===== src/rtl/frame_align_pkg.sv =====
package frame_align_pkg;

    typedef struct packed {
        logic       oof;
        logic [1:0] streak;
    } judge_state_t;

endpackage


===== src/rtl/sync_judge.sv =====
module sync_judge
    import frame_align_pkg::*;
(
    input  logic clk,
    input  logic rst,
    input  logic chk_dis,
    input  logic all_fp,
    input  logic any_fp,
    input  logic ref_valid,
    input  logic on_time,
    output logic oof
);

    judge_state_t js_d, js_q;
    logic good_ev, bad_ev;

    always_comb begin
        good_ev = all_fp && (!ref_valid || on_time);
        bad_ev  = (any_fp && !good_ev) || (!any_fp && ref_valid && on_time);
        js_d    = js_q;
        if (chk_dis) begin
            js_d = '0;
        end else if (bad_ev) begin
            js_d.oof    = 1'b1;
            js_d.streak = 2'd0;
        end else if (good_ev) begin
            if (js_q.streak != 2'd2) begin
                js_d.streak = js_q.streak + 2'd1;
            end
            if (js_q.streak != 2'd0) begin
                js_d.oof = 1'b0;
            end
        end
        if (rst) begin
            js_d = '0;
        end
    end

    always_ff @(posedge clk) begin
        js_q <= js_d;
    end

    assign oof = js_q.oof;

    a_r8_disable_holds_low: assert property (@(posedge clk) disable iff (rst)
        chk_dis |=> !oof);

    a_r7_clear_needs_aligned: assert property (@(posedge clk) disable iff (rst)
        $fell(oof) |-> ($past(chk_dis) || $past(all_fp)));

endmodule


===== config.mk =====
export PLATFORM = sky130hd
export DESIGN_NAME = sync_judge
export DESIGN_NICKNAME = d
export VERILOG_FILES = /design/src/rtl/frame_align_pkg.sv /design/src/rtl/sync_judge.sv
export SDC_FILE = /design/constraint.sdc
export NUM_CORES = 1
export LEC_CHECK = 0
export ABC_AREA = 1
export BUFFER_PORTS_ARGS = -buffer_cell sky130_fd_sc_hd__buf_2
export CORE_AREA = 5 5 42 44
export DETAILED_ROUTE_END_ITERATION = 8
export DIE_AREA = 0 0 47 49
export PLACE_DENSITY_LB_ADDON = 0.08
export SLEW_MARGIN = 20
export SYNTH_ARGS = -nofsm -noshare
export SYNTH_HDL_FRONTEND = slang
export SYNTH_SLANG_ARGS = --single-unit
export TNS_END_PERCENT = 10

===== constraint.sdc =====
create_clock -name clk -period 1 [get_ports clk]
set_input_delay 0.15 -clock clk [delete_from_list [all_inputs] [get_ports clk]]
set_output_delay 0.15 -clock clk [all_outputs]
set_load 0.02 [all_outputs]

==> Word-level counts from Yosys, hierarchy flattened <==
Cells that the tools add are included.
{ "word_totals": {"reg_bits": 3, "output_inout_bits": 1, "wordCells": 24} }
{ "op_classes": {"add_sub_neg": 1, "n_eq_ne": 1, "n_mux": 4, "reduce_logical": 16} }
{ "ops": {"columns": ["op", "n"], "rows": [
  ["3-bit 2-to-1 mux", 2],
  ["2-bit nonzero test", 3],
  ["1-bit logical AND", 4],
  ["2-bit AND reduction", 2],
  ["1-bit logical NOT", 3],
  ["3-bit OR reduction", 1],
  ["2-bit by 1-bit adder with 2-bit output (second input constant)", 1],
  ["1-bit logical OR", 2],
  ["2-bit 2-to-1 mux", 1],
  ["2-bit != test (second input constant)", 1],
  ["2-bit OR reduction", 1],
  ["1-bit 2-to-1 mux", 1]
]} }

==> Longest topological paths before layout <==
Gate-level depths: netlist of the first run.
{ "logic_depth": {"depth_word": 8, "ltp_mapped": 8, "depth_no_buf": 8} }

==> Worst setup path before layout of the first run <==
OpenSTA, ideal clock, no wires.
{ "synth_path": {"path_type": "register to register", "startpoint": "register js_q[0] (netlist bit)", "endpoint": "register js_q (netlist bit oof)", "setup_time_ps": 111, "arrival_ps": 842, "slack_ps": 46, "path_stages_with_launch": 9, "path_buffers": 0, "synth_period_minus_slack_ps": 954, "cell_sequence": "dfxtp_1 > inv_1 > ha_1 > inv_1 > nand3_1 > nand2_1 > inv_1 > nor2_1 > nor2_1"} }
{ "synth_via": {"elab_chain_cells": 3} }
{ "synth_rtl": {"columns": ["item", "line", "rtl"], "rows": [
  ["start, declared", "sync_judge.sv:14", "judge_state_t js_d, js_q;"],
  ["start signal, assigned", "sync_judge.sv:40", "js_q <= js_d;"],
  ["2-bit nonzero test", "sync_judge.sv:30", "if (js_q.streak != 2'd0) begin"],
  ["2-bit nonzero test (no line)", null, null],
  ["2-bit AND reduction (no line)", null, null]
]} }
No other way between the ends.
A chain may end at the register's enable or synchronous reset.

==> Worst setup path after layout of the first run <==
{ "layout_path": {"startpoint": "register js_q[0] (netlist bit)", "endpoint": "register js_q[0] (netlist bit)"} }
{ "layout_via": {"elab_chain_cells": 2, "elab_cells_between_ends": 3, "classes_between": "add/sub: 1; eq/ne: 1; reduce/logical: 1"} }
{ "layout_rtl": {"columns": ["item", "line", "rtl"], "rows": [
  ["2-bit != test", "sync_judge.sv:27", "if (js_q.streak != 2'd2) begin"],
  ["2-bit AND reduction (no line)", null, null]
]} }
Several ways; a longest one is shown, not always the timed one.

==> results of run 1 <==
==> repair_timing <==
item                       4_1_cts  5_1_grt
hold buffers                     0        0
pin swaps                        2        2
buffers inserted                 0        1
cloned                           0        0
setup endpoints to repair        3        3
gates resized for setup          7        3
==> synth_stat cells, drive strengths merged <==
| master | n |
|---|---|
| nand2 | 7 |
| ha | 2 |
| nor2 | 3 |
| dfxtp | 3 |
| nand4 | 2 |
| nand3b | 1 |
| a21oi | 2 |
| nand3 | 3 |
| inv | 7 |
==> layout make-up <==
class / count / share of cell area (%)
multi-input cells: 20 / 45.8
flip-flops and latches: 3 / 19.1
repair buffers: 8 / 13.0
clock buffers: 4 / 8.02
inverters: 7 / 8.02
well taps: 16 / 6.11
==> critical path: stages, from the launching register on <==
cell	delay (ns)
dfxtp_2	0.33
inv_2	0.06
ha_1	0.20
inv_2	0.07
nand3_2	0.08
nand2_1	0.06
a21oi_1	0.06
==> kinds of logic (layout without fill, tap and decap cells) <==
family,count (synthesis),after routing,share of synthesized area [%]
flops,3,3,28.1
simple gates,16,16,43.3
fa+ha+maj,2,2,11.7
buf+inv,7,19,12.3
compound gates,2,2,4.68
==> layout by cell type (no fill, tap or decap) <==
| cell type | count |
|---|---|
| inv_1 | 3 |
| nor2_1 | 2 |
| buf_2 | 7 |
| inv_2 | 4 |
| clkbuf_1 | 1 |
| nand3b_1 | 1 |
| nand4_1 | 2 |
| buf_4 | 1 |
| nand3_2 | 3 |
| nor2_4 | 1 |
| clkbuf_4 | 3 |
| nand2_2 | 3 |
| nand2_1 | 4 |
| ha_4 | 1 |
| a21oi_1 | 2 |
| dfxtp_1 | 1 |
| dfxtp_2 | 2 |
| ha_1 | 1 |
==> power by group <==
| group | switching, mW | total [mW] | internal, mW |
|---|---|---|---|
| registers | 0.00203 | 0.126 | 0.124 |
| clock network | 0.0627 | 0.212 | 0.150 |
| logic | 0.0359 | 0.0642 | 0.0283 |
==> metrics by stage <==
stage                     TNS [ns]  cell area [um2]  std cells  util [%]
final                            0              328         58      23.4
after global routing        -0.103              328         58      23.4
after CTS                        0              310         57      22.1
after detailed placement   -0.0489              269         53      19.2
after global placement     -0.0279              269         53      19.2
after floorplan                  0              214         30         -
==> registers in the layout, indices dropped and copies added, names as in the netlist <==
register and count:
oof 1, js_q 2
==> layer usage <==
layer,GRT usage [%],vias up
li1,-,119
met1,6.36,92
met2,7.01,5
met3,1.11,0
met4,5.53,0
met5,0,-
==> worst paths after layout <==
kind              cells past startpoint                    to                  from  slack, ns
setup / recovery                      6  js_q[0]$_SDFFE_PP0P_  js_q[0]$_SDFFE_PP0P_       0.03
hold / removal                        4      oof$_SDFFE_PP0P_                   rst       0.17
setup reg to reg                      6  js_q[0]$_SDFFE_PP0P_  js_q[0]$_SDFFE_PP0P_       0.03
hold reg to reg                       2  js_q[1]$_SDFFE_PP0P_  js_q[1]$_SDFFE_PP0P_       0.47
==> out/metrics.yaml, run 1 <==
outcome: "completed"
worstSetupEndpointType: "flop"
slew_headroom_pct: 91.2
drc: 0
cts_tree: "yes"
io_buffers: 7
syn-mean-instance-area_um2: 7.13
core_um2: 1400
place_congestion: 0.561
yosys_warnings: 0
die-area_um2: 2300
dp_slack_ns: -0.0433
fin_skew_ns: 0.00184
met3_length_um: 21
routed_wl_um: 506
p_total_uw: 403
grt_max_degree: 6
top_layer_used: "met3"
grt_pass1_vias: 232
fmaxAchievable_mhz: 1030
crit_fanout: 3
rsz0062_at_grt: "true"
multi_input_area_um2: 150
cts_made_buffers: 3
min_path_type: "in2reg"
dieWidth_um: 47
clk_path_buf_depth: 2
nNetsFinal: 52
clockRootBuffer: "clkbuf_4"
wl_met1_um: 229
area_growth_pct: 53.2
syn-cell-area_um2: 214
dr_wl_met2_um: 254
nFillCells: 172
register_area_um2: 62.6
period_needed_ns: 0.969
whs_ns: 0.172
arrival_ns: 1.08
hold_violations: 0
maxCapViolations: 0
clock_sinks: 3
syn_nets: 39
synth_top_cell_area_share_pct: 28.1
viasPerCell: 3.72
drive_gt1_share_pct: 59.5
synth.top_cells.by_area: "dfxtp_1 28%, inv_1 12%, ha_1 12%"
die_h_um: 49
drtIter0Drc: 5
ant_nets: 0
leakage_nw: 0.151
worstPathRequired_ns: 1.11
post-dp-hpwl_um: 391
grt_overflow: 0
irDropWorstVdd_uv: 438
htree_num_levels: 1
n_antenna_cell: 0
clk_pin_slew_ns: 0.04
synth_seq_cells: 3
gr-usage-all-layers_pct: 5.28
layout_setup_ws_ns: 0.0310
ys_seq_area_share_pct: 28.1
report.final.slew_viol_count: 0
synthDistinctLibCells: 12
setup_viol: 0
wl_per_cell_um: 8.72
synth_cells: 30
antenna_found_initial: 0
routed-via-count: 216
power.density_nw_per_um2: 1230
clk-insertion-delay-late_ns: 0.23
grt_pass1_wl_um: 869
path_class: "reg2reg"
dr.pass1.iters: 4
start_util_pct: 15.3
rows: 14
synth_top_area_cell: "dfxtp_1"
start_kind: "flop"
finalCritPeriodShare_pct: 96.9
pin_count: 8
tightest_slew_ns: 0.131
(Power assumes the default switching activity.)
==> run 2, diff against run 1 <==
--- a/config.mk
+++ b/config.mk
@@ -7,10 +7,13 @@
 export LEC_CHECK = 0
 export ABC_AREA = 1
 export BUFFER_PORTS_ARGS = -buffer_cell sky130_fd_sc_hd__buf_2
+export CELL_PAD_IN_SITES_DETAIL_PLACEMENT = 0
+export CELL_PAD_IN_SITES_GLOBAL_PLACEMENT = 1
 export CORE_AREA = 5 5 42 44
 export DETAILED_ROUTE_END_ITERATION = 8
 export DIE_AREA = 0 0 47 49
 export PLACE_DENSITY_LB_ADDON = 0.08
+export REMOVE_ABC_BUFFERS = 1
 export SLEW_MARGIN = 20
 export SYNTH_ARGS = -nofsm -noshare
 export SYNTH_HDL_FRONTEND = slang
==> run 2 against run 1 <==
Setup slack worse by 0.0066 ns. Clock power up 4%. Largest power group unchanged. Clock skew increased by 0.0017 ns. Clock-buffer cell count unchanged. Global-route usage grew 0.83 points. Critical path depth is the same. Power is 2.8% higher. Die area is the same. Non-clock buffer count unchanged.
==> out/metrics.yaml, run 2 (synthesis gave the netlist of run 1 again) <==
grt_pass1_wl_um: 945  # was 869 um
worstSetupEndpointType: "flop"  # unchanged
slew_headroom_pct: 91.3  # was 91.2%
start_util_pct: 15.3  # unchanged
core_um2: 1400  # unchanged
pin_count: 8  # unchanged
wl_per_cell_um: 9.34  # was 8.72 um
grt_max_degree: 6  # unchanged
n_antenna_cell: 0  # unchanged
htree_num_levels: 1  # unchanged
area_growth_pct: 58.5  # was 53.2%
ant_nets: 0  # unchanged
timing.rr.start: "js_q[0]$_SDFFE_PP0P_"  # unchanged
post-dp-hpwl_um: 418  # was 391 um
hold_buffers: 0  # unchanged
drtIter0Drc: 4  # was 5
clk-insertion-delay-late_ns: 0.24  # was 0.23 ns
nFillCells: 182  # was 172
dr.pass1.iters: 4  # unchanged
min_path_type: "in2reg"  # unchanged
largest_reg_flops: 2  # unchanged
routed-via-count: 224  # was 216
worstPathRequired_ns: 1.12  # was 1.11 ns
dp_slack_ns: -0.0435  # was -0.0433 ns
drive_gt1_share_pct: 66.7  # was 59.5%
place_congestion: 0.672  # was 0.561
grt_overflow: 0  # unchanged
cts_made_buffers: 3  # unchanged
report.final.slew_viol_count: 0  # unchanged
largest-register: "js_q"  # unchanged
clk_pin_slew_ns: 0.04  # about the same
die-area_um2: 2300  # unchanged
outcome: "completed"  # unchanged
start_kind: "flop"  # unchanged
postCtsSetupBuffers: 0  # unchanged
clk_path_buf_depth: 2  # unchanged
whs_ns: 0.170  # was 0.172 ns
clockRootBuffer: "clkbuf_4"  # unchanged
p_total_uw: 414  # was 403 uW
clock_sinks: 3  # unchanged
path_class: "reg2reg"  # unchanged
maxCapViolations: 0  # unchanged
grt_pass1_vias: 240  # was 232
tightest_slew_ns: 0.129  # was 0.131 ns
setup_viol: 0  # unchanged
period_needed_ns: 0.976  # was 0.969 ns
mostFrequentLayoutCells: "7 x buf_2, 4 x nand2_2"  # was 7 x buf_2, 4 x inv_2, 4 x nand2_1
min_from: "rst"  # unchanged
finish.utilization_pct: 24.2  # was 23.4%
crit_start: "js_q[0]$_SDFFE_PP0P_"  # unchanged
dieWidth_um: 47  # unchanged
leakage_nw: 0.151  # about the same
rows: 14  # unchanged
finalCritPeriodShare_pct: 97.6  # was 96.9%
gr-usage-all-layers_pct: 6.11  # was 5.28%
finalSetupTns_ns: 0  # unchanged
cts_tree: "yes"  # unchanged
rsz0062_at_grt: "true"  # unchanged
io_buffers: 7  # unchanged
arrival_ns: 1.10  # was 1.08 ns
fmaxAchievable_mhz: 1030  # about the same
antenna_found_initial: 0  # unchanged
drc: 0  # unchanged
layout_setup_ws_ns: 0.0244  # was 0.0310 ns
crit_fanout: 3  # unchanged
viasPerCell: 3.86  # was 3.72
routed_wl_um: 542  # was 506 um
fin_skew_ns: 0.00359  # was 0.00184 ns
hold_violations: 0  # unchanged
die_h_um: 49  # unchanged
power.density_nw_per_um2: 1220  # was 1230 nW/um2
irDropWorstVdd_uv: 390  # was 438 uV
layout_commonest_cell: "buf_2"  # unchanged
nNetsFinal: 52  # unchanged
-- run 2: final cells by class --
class                           count  area (um2)  share of cell area, %
Sequential cell                     3        62.6                   18.5
Timing Repair Buffer                8        42.5                   12.5
Clock buffer                        4        26.3                   7.75
Inverter                            7        28.8                   8.49
Multi-Input combinational cell     20         159                   46.9
Tap cell                           16        20.0                   5.90
-- run 2: where the power goes --
group          internal, mW  switching (mW)  total (mW)
logic                0.0293          0.0378      0.0671
registers             0.124         0.00259       0.127
clock network         0.150          0.0700       0.220
-- run 2: worst paths after layout --
kind | end | slack (ns) | depth (start not counted)
setup / recovery | js_q[0]$_SDFFE_PP0P_ | 0.02 | 6
hold / removal | oof$_SDFFE_PP0P_ | 0.17 | 4
setup reg to reg | js_q[0]$_SDFFE_PP0P_ | 0.02 | 6
hold reg to reg | js_q[1]$_SDFFE_PP0P_ | 0.48 | 2
-- run 2: routing by layer --
layer / part of all wire [%] / global-route usage, % / vias up
li1: - / - / 120
met2: 52 / 8.60 / 7
met4: 0 / 5.53 / 0
met5: 0 / 0 / -
met3: 3.7 / 3.32 / 0
met1: 44 / 6.10 / 97
-- run 2: critical path: stages, from the launching register on --
cell and delay (ns):
dfxtp_2 0.35, inv_4 0.05, ha_2 0.18, inv_2 0.06
nand3_2 0.09, nand2_2 0.09, a21oi_2 0.05
-- run 2: timing repair --
item                       CTS  global route
gates cloned                 0             0
gates resized for setup     10             4
pin swaps                    2             3
setup endpoints to repair    3             3
-- run 2: stage by stage --
step / cell area, um2 / std cells
floorplan: 214 / 30
global placement: 277 / 54
detailed placement: 277 / 54
CTS: 328 / 58
global route: 339 / 58
finish: 339 / 58
==> run 3, diff against run 2 <==
==> constraint.sdc (replaced) <==
create_clock -name clk -period 1.3 [get_ports clk]
set_input_delay 0.195 -clock clk [delete_from_list [all_inputs] [get_ports clk]]
set_output_delay 0.195 -clock clk [all_outputs]
set_load 0.02 [all_outputs]
==> run 3 against run 2 <==
Via count is 6.3% lower. Critical path depth up 2. Utilization is 3.1 points lower. Register-to-register slack improved by 0.25 ns. Sequential power down 24%. Final cell count fell by 1.7%. Critical endpoint is now oof$_SDFFE_PP0P_.
==> out/metrics.yaml, run 3 (synthesis gave the netlist of run 1 again) <==
area_growth_pct: 38.0  # was 58.5%
dr.pass1.iters: 2  # was 4
slew_headroom_pct: 91.9  # was 91.3%
core_um2: 1400  # unchanged
routed-via-count: 210  # was 224
r2r_setup_slack_ns: 0.28  # was 0.02 ns
tightest_slew_ns: 0.120  # was 0.129 ns
maxCapViolations: 0  # unchanged
rr_worst_depth: 8  # was 6
grt_overflow: 0  # unchanged
cts_tree: "yes"  # unchanged
place_congestion: 0.599  # was 0.672
hold_violations: 0  # unchanged
finalSetupTns_ns: 0  # unchanged
clk_path_buf_depth: 2  # unchanged
postCtsSetupBuffers: 0  # unchanged
post-dp-hpwl_um: 371  # was 418 um
clk-insertion-delay-late_ns: 0.23  # was 0.24 ns
power_frac_seq_pct: 31.6  # was 30.6%
grt_pass1_vias: 223  # was 240
mostFrequentLayoutCells: "7 x inv_1, 7 x buf_2, 4 x nand2_1"  # was 7 x buf_2, 4 x nand2_2
crit_start: "js_q[0]$_SDFFE_PP0P_"  # unchanged
power.density_nw_per_um2: 1040  # was 1220 nW/um2
switchingPower_uw: 76.4  # was 110 uW
p_clk_share_pct: 54.3  # was 53.2%
routed_wl_um: 448  # was 542 um
pin_count: 8  # unchanged
leakage_nw: 0.143  # was 0.151 nW
grt_pass1_wl_um: 848  # was 945 um
cts_made_buffers: 3  # unchanged
report.final.slew_viol_count: 0  # unchanged
path_class: "reg2reg"  # unchanged
gr-usage-all-layers_pct: 5.69  # was 6.11%
crit_fanout: 3  # unchanged
intPower_uw: 229  # was 303 uW
setup_viol: 0  # unchanged
nFillCells: 173  # was 182
fin_skew_ns: 0.00175  # was 0.00359 ns
fmaxAchievable_mhz: 976  # was 1030 MHz
clockRootBuffer: "clkbuf_4"  # unchanged
viasPerCell: 3.68  # was 3.86
endpoint: "oof$_SDFFE_PP0P_"  # was js_q[0]$_SDFFE_PP0P_
outcome: "completed"  # unchanged
dieWidth_um: 47  # unchanged
combPwrFrac_pct: 14.1  # was 16.2%
min_path_type: "in2reg"  # unchanged
worstPathRequired_ns: 1.43  # was 1.12 ns
drive_gt1_share_pct: 36.6  # was 66.7%
io_buffers: 7  # unchanged
period_needed_ns: 1.02  # was 0.976 ns
htree_num_levels: 1  # unchanged
rsz0062_at_grt: "false"  # was true
r2r-end: "oof$_SDFFE_PP0P_"  # was js_q[0]$_SDFFE_PP0P_
drc: 0  # unchanged
drtIter0Drc: 1  # was 4
nNetsFinal: 51  # was 52
start_util_pct: 15.3  # unchanged
netSwitchingFraction_pct: 25.0  # was 26.7%
hold_buffers: 0  # unchanged
n_antenna_cell: 0  # unchanged
finalCritPeriodShare_pct: 78.8  # was 97.6%
wl_per_cell_um: 7.86  # was 9.34 um
antenna_found_initial: 0  # unchanged
largest-register: "js_q"  # unchanged
worstSetupEndpointType: "flop"  # unchanged
cts_resized: 0  # was 10
irDropWorstVdd_uv: 446  # was 390 uV
start_kind: "flop"  # unchanged
clock_sinks: 3  # unchanged
clk_pin_slew_ns: 0.04  # about the same
finish.utilization_pct: 21.1  # was 24.2%
largest_reg_flops: 2  # unchanged
timing.rr.start: "js_q[0]$_SDFFE_PP0P_"  # unchanged
rows: 14  # unchanged
arrival_ns: 1.16  # was 1.10 ns
die_h_um: 49  # unchanged
die-area_um2: 2300  # unchanged
ant_nets: 0  # unchanged
grt_max_degree: 6  # unchanged
## run 3: final cells by class
class	count	area, um2	area share, %
Timing Repair Buffer	7	35.0	11.9
Inverter	7	26.3	8.90
Tap cell	16	20.0	6.78
Sequential cell	3	60.1	20.3
Clock buffer	4	26.3	8.90
Multi-Input combinational cell	20	128	43.2
## run 3: metal layers
layer | routed length (um) | vias up | share of wire [%] | global-route usage (%)
li1 | - | 115 | - | -
met1 | 183 | 83 | 41 | 5.68
met2 | 200 | 10 | 45 | 7.01
met3 | 50 | 2 | 11 | 5.54
met4 | 13 | 0 | 2.9 | 4.15
met5 | 0 | - | 0 | 0
## run 3: through the flow
step	power, mW	hold slack [ns]	instances	cell area, um2	setup WS, ns
6_report	0.306	0.212	57	295	0.276
5_1_grt	0.341	0.227	57	295	0.132
4_1_cts	0.318	0.203	57	295	0.265
3_5_place_dp	0.142	0.458	53	269	0.270
3_3_place_gp	0.142	0.455	53	269	0.255
2_1_floorplan	0.123	0.328	30	214	0.346
## run 3: how the worst min path moves through the flow
| stage | from | endpoint | cells past startpoint |
|---|---|---|---|
| floorplan | rst | oof$_SDFFE_PP0P_ | 3 |
| global placement | rst | oof$_SDFFE_PP0P_ | 4 |
| detailed placement | rst | oof$_SDFFE_PP0P_ | 4 |
| CTS | rst | oof$_SDFFE_PP0P_ | 4 |
| global route | rst | oof$_SDFFE_PP0P_ | 4 |
| finish | rst | oof$_SDFFE_PP0P_ | 4 |
## run 3: power by group through the flow
stage | combinational, mW | clock, mW | sequential, mW
after global routing | 0.0505 | 0.193 | 0.0967
after floorplan | 0.0232 | 0 | 0.100
after detailed placement | 0.0440 | 0 | 0.0980
after CTS | 0.0442 | 0.177 | 0.0966
after global placement | 0.0437 | 0 | 0.0981
final | 0.0433 | 0.166 | 0.0966
## run 3: critical path, stage by stage (launching register included)
cell and delay (ns):
dfxtp_1 0.32, inv_1 0.07, ha_1 0.19, inv_1 0.05, nand3_1 0.08, nand2_1 0.06, inv_1 0.03, nor2_1 0.07
nor2_1 0.04
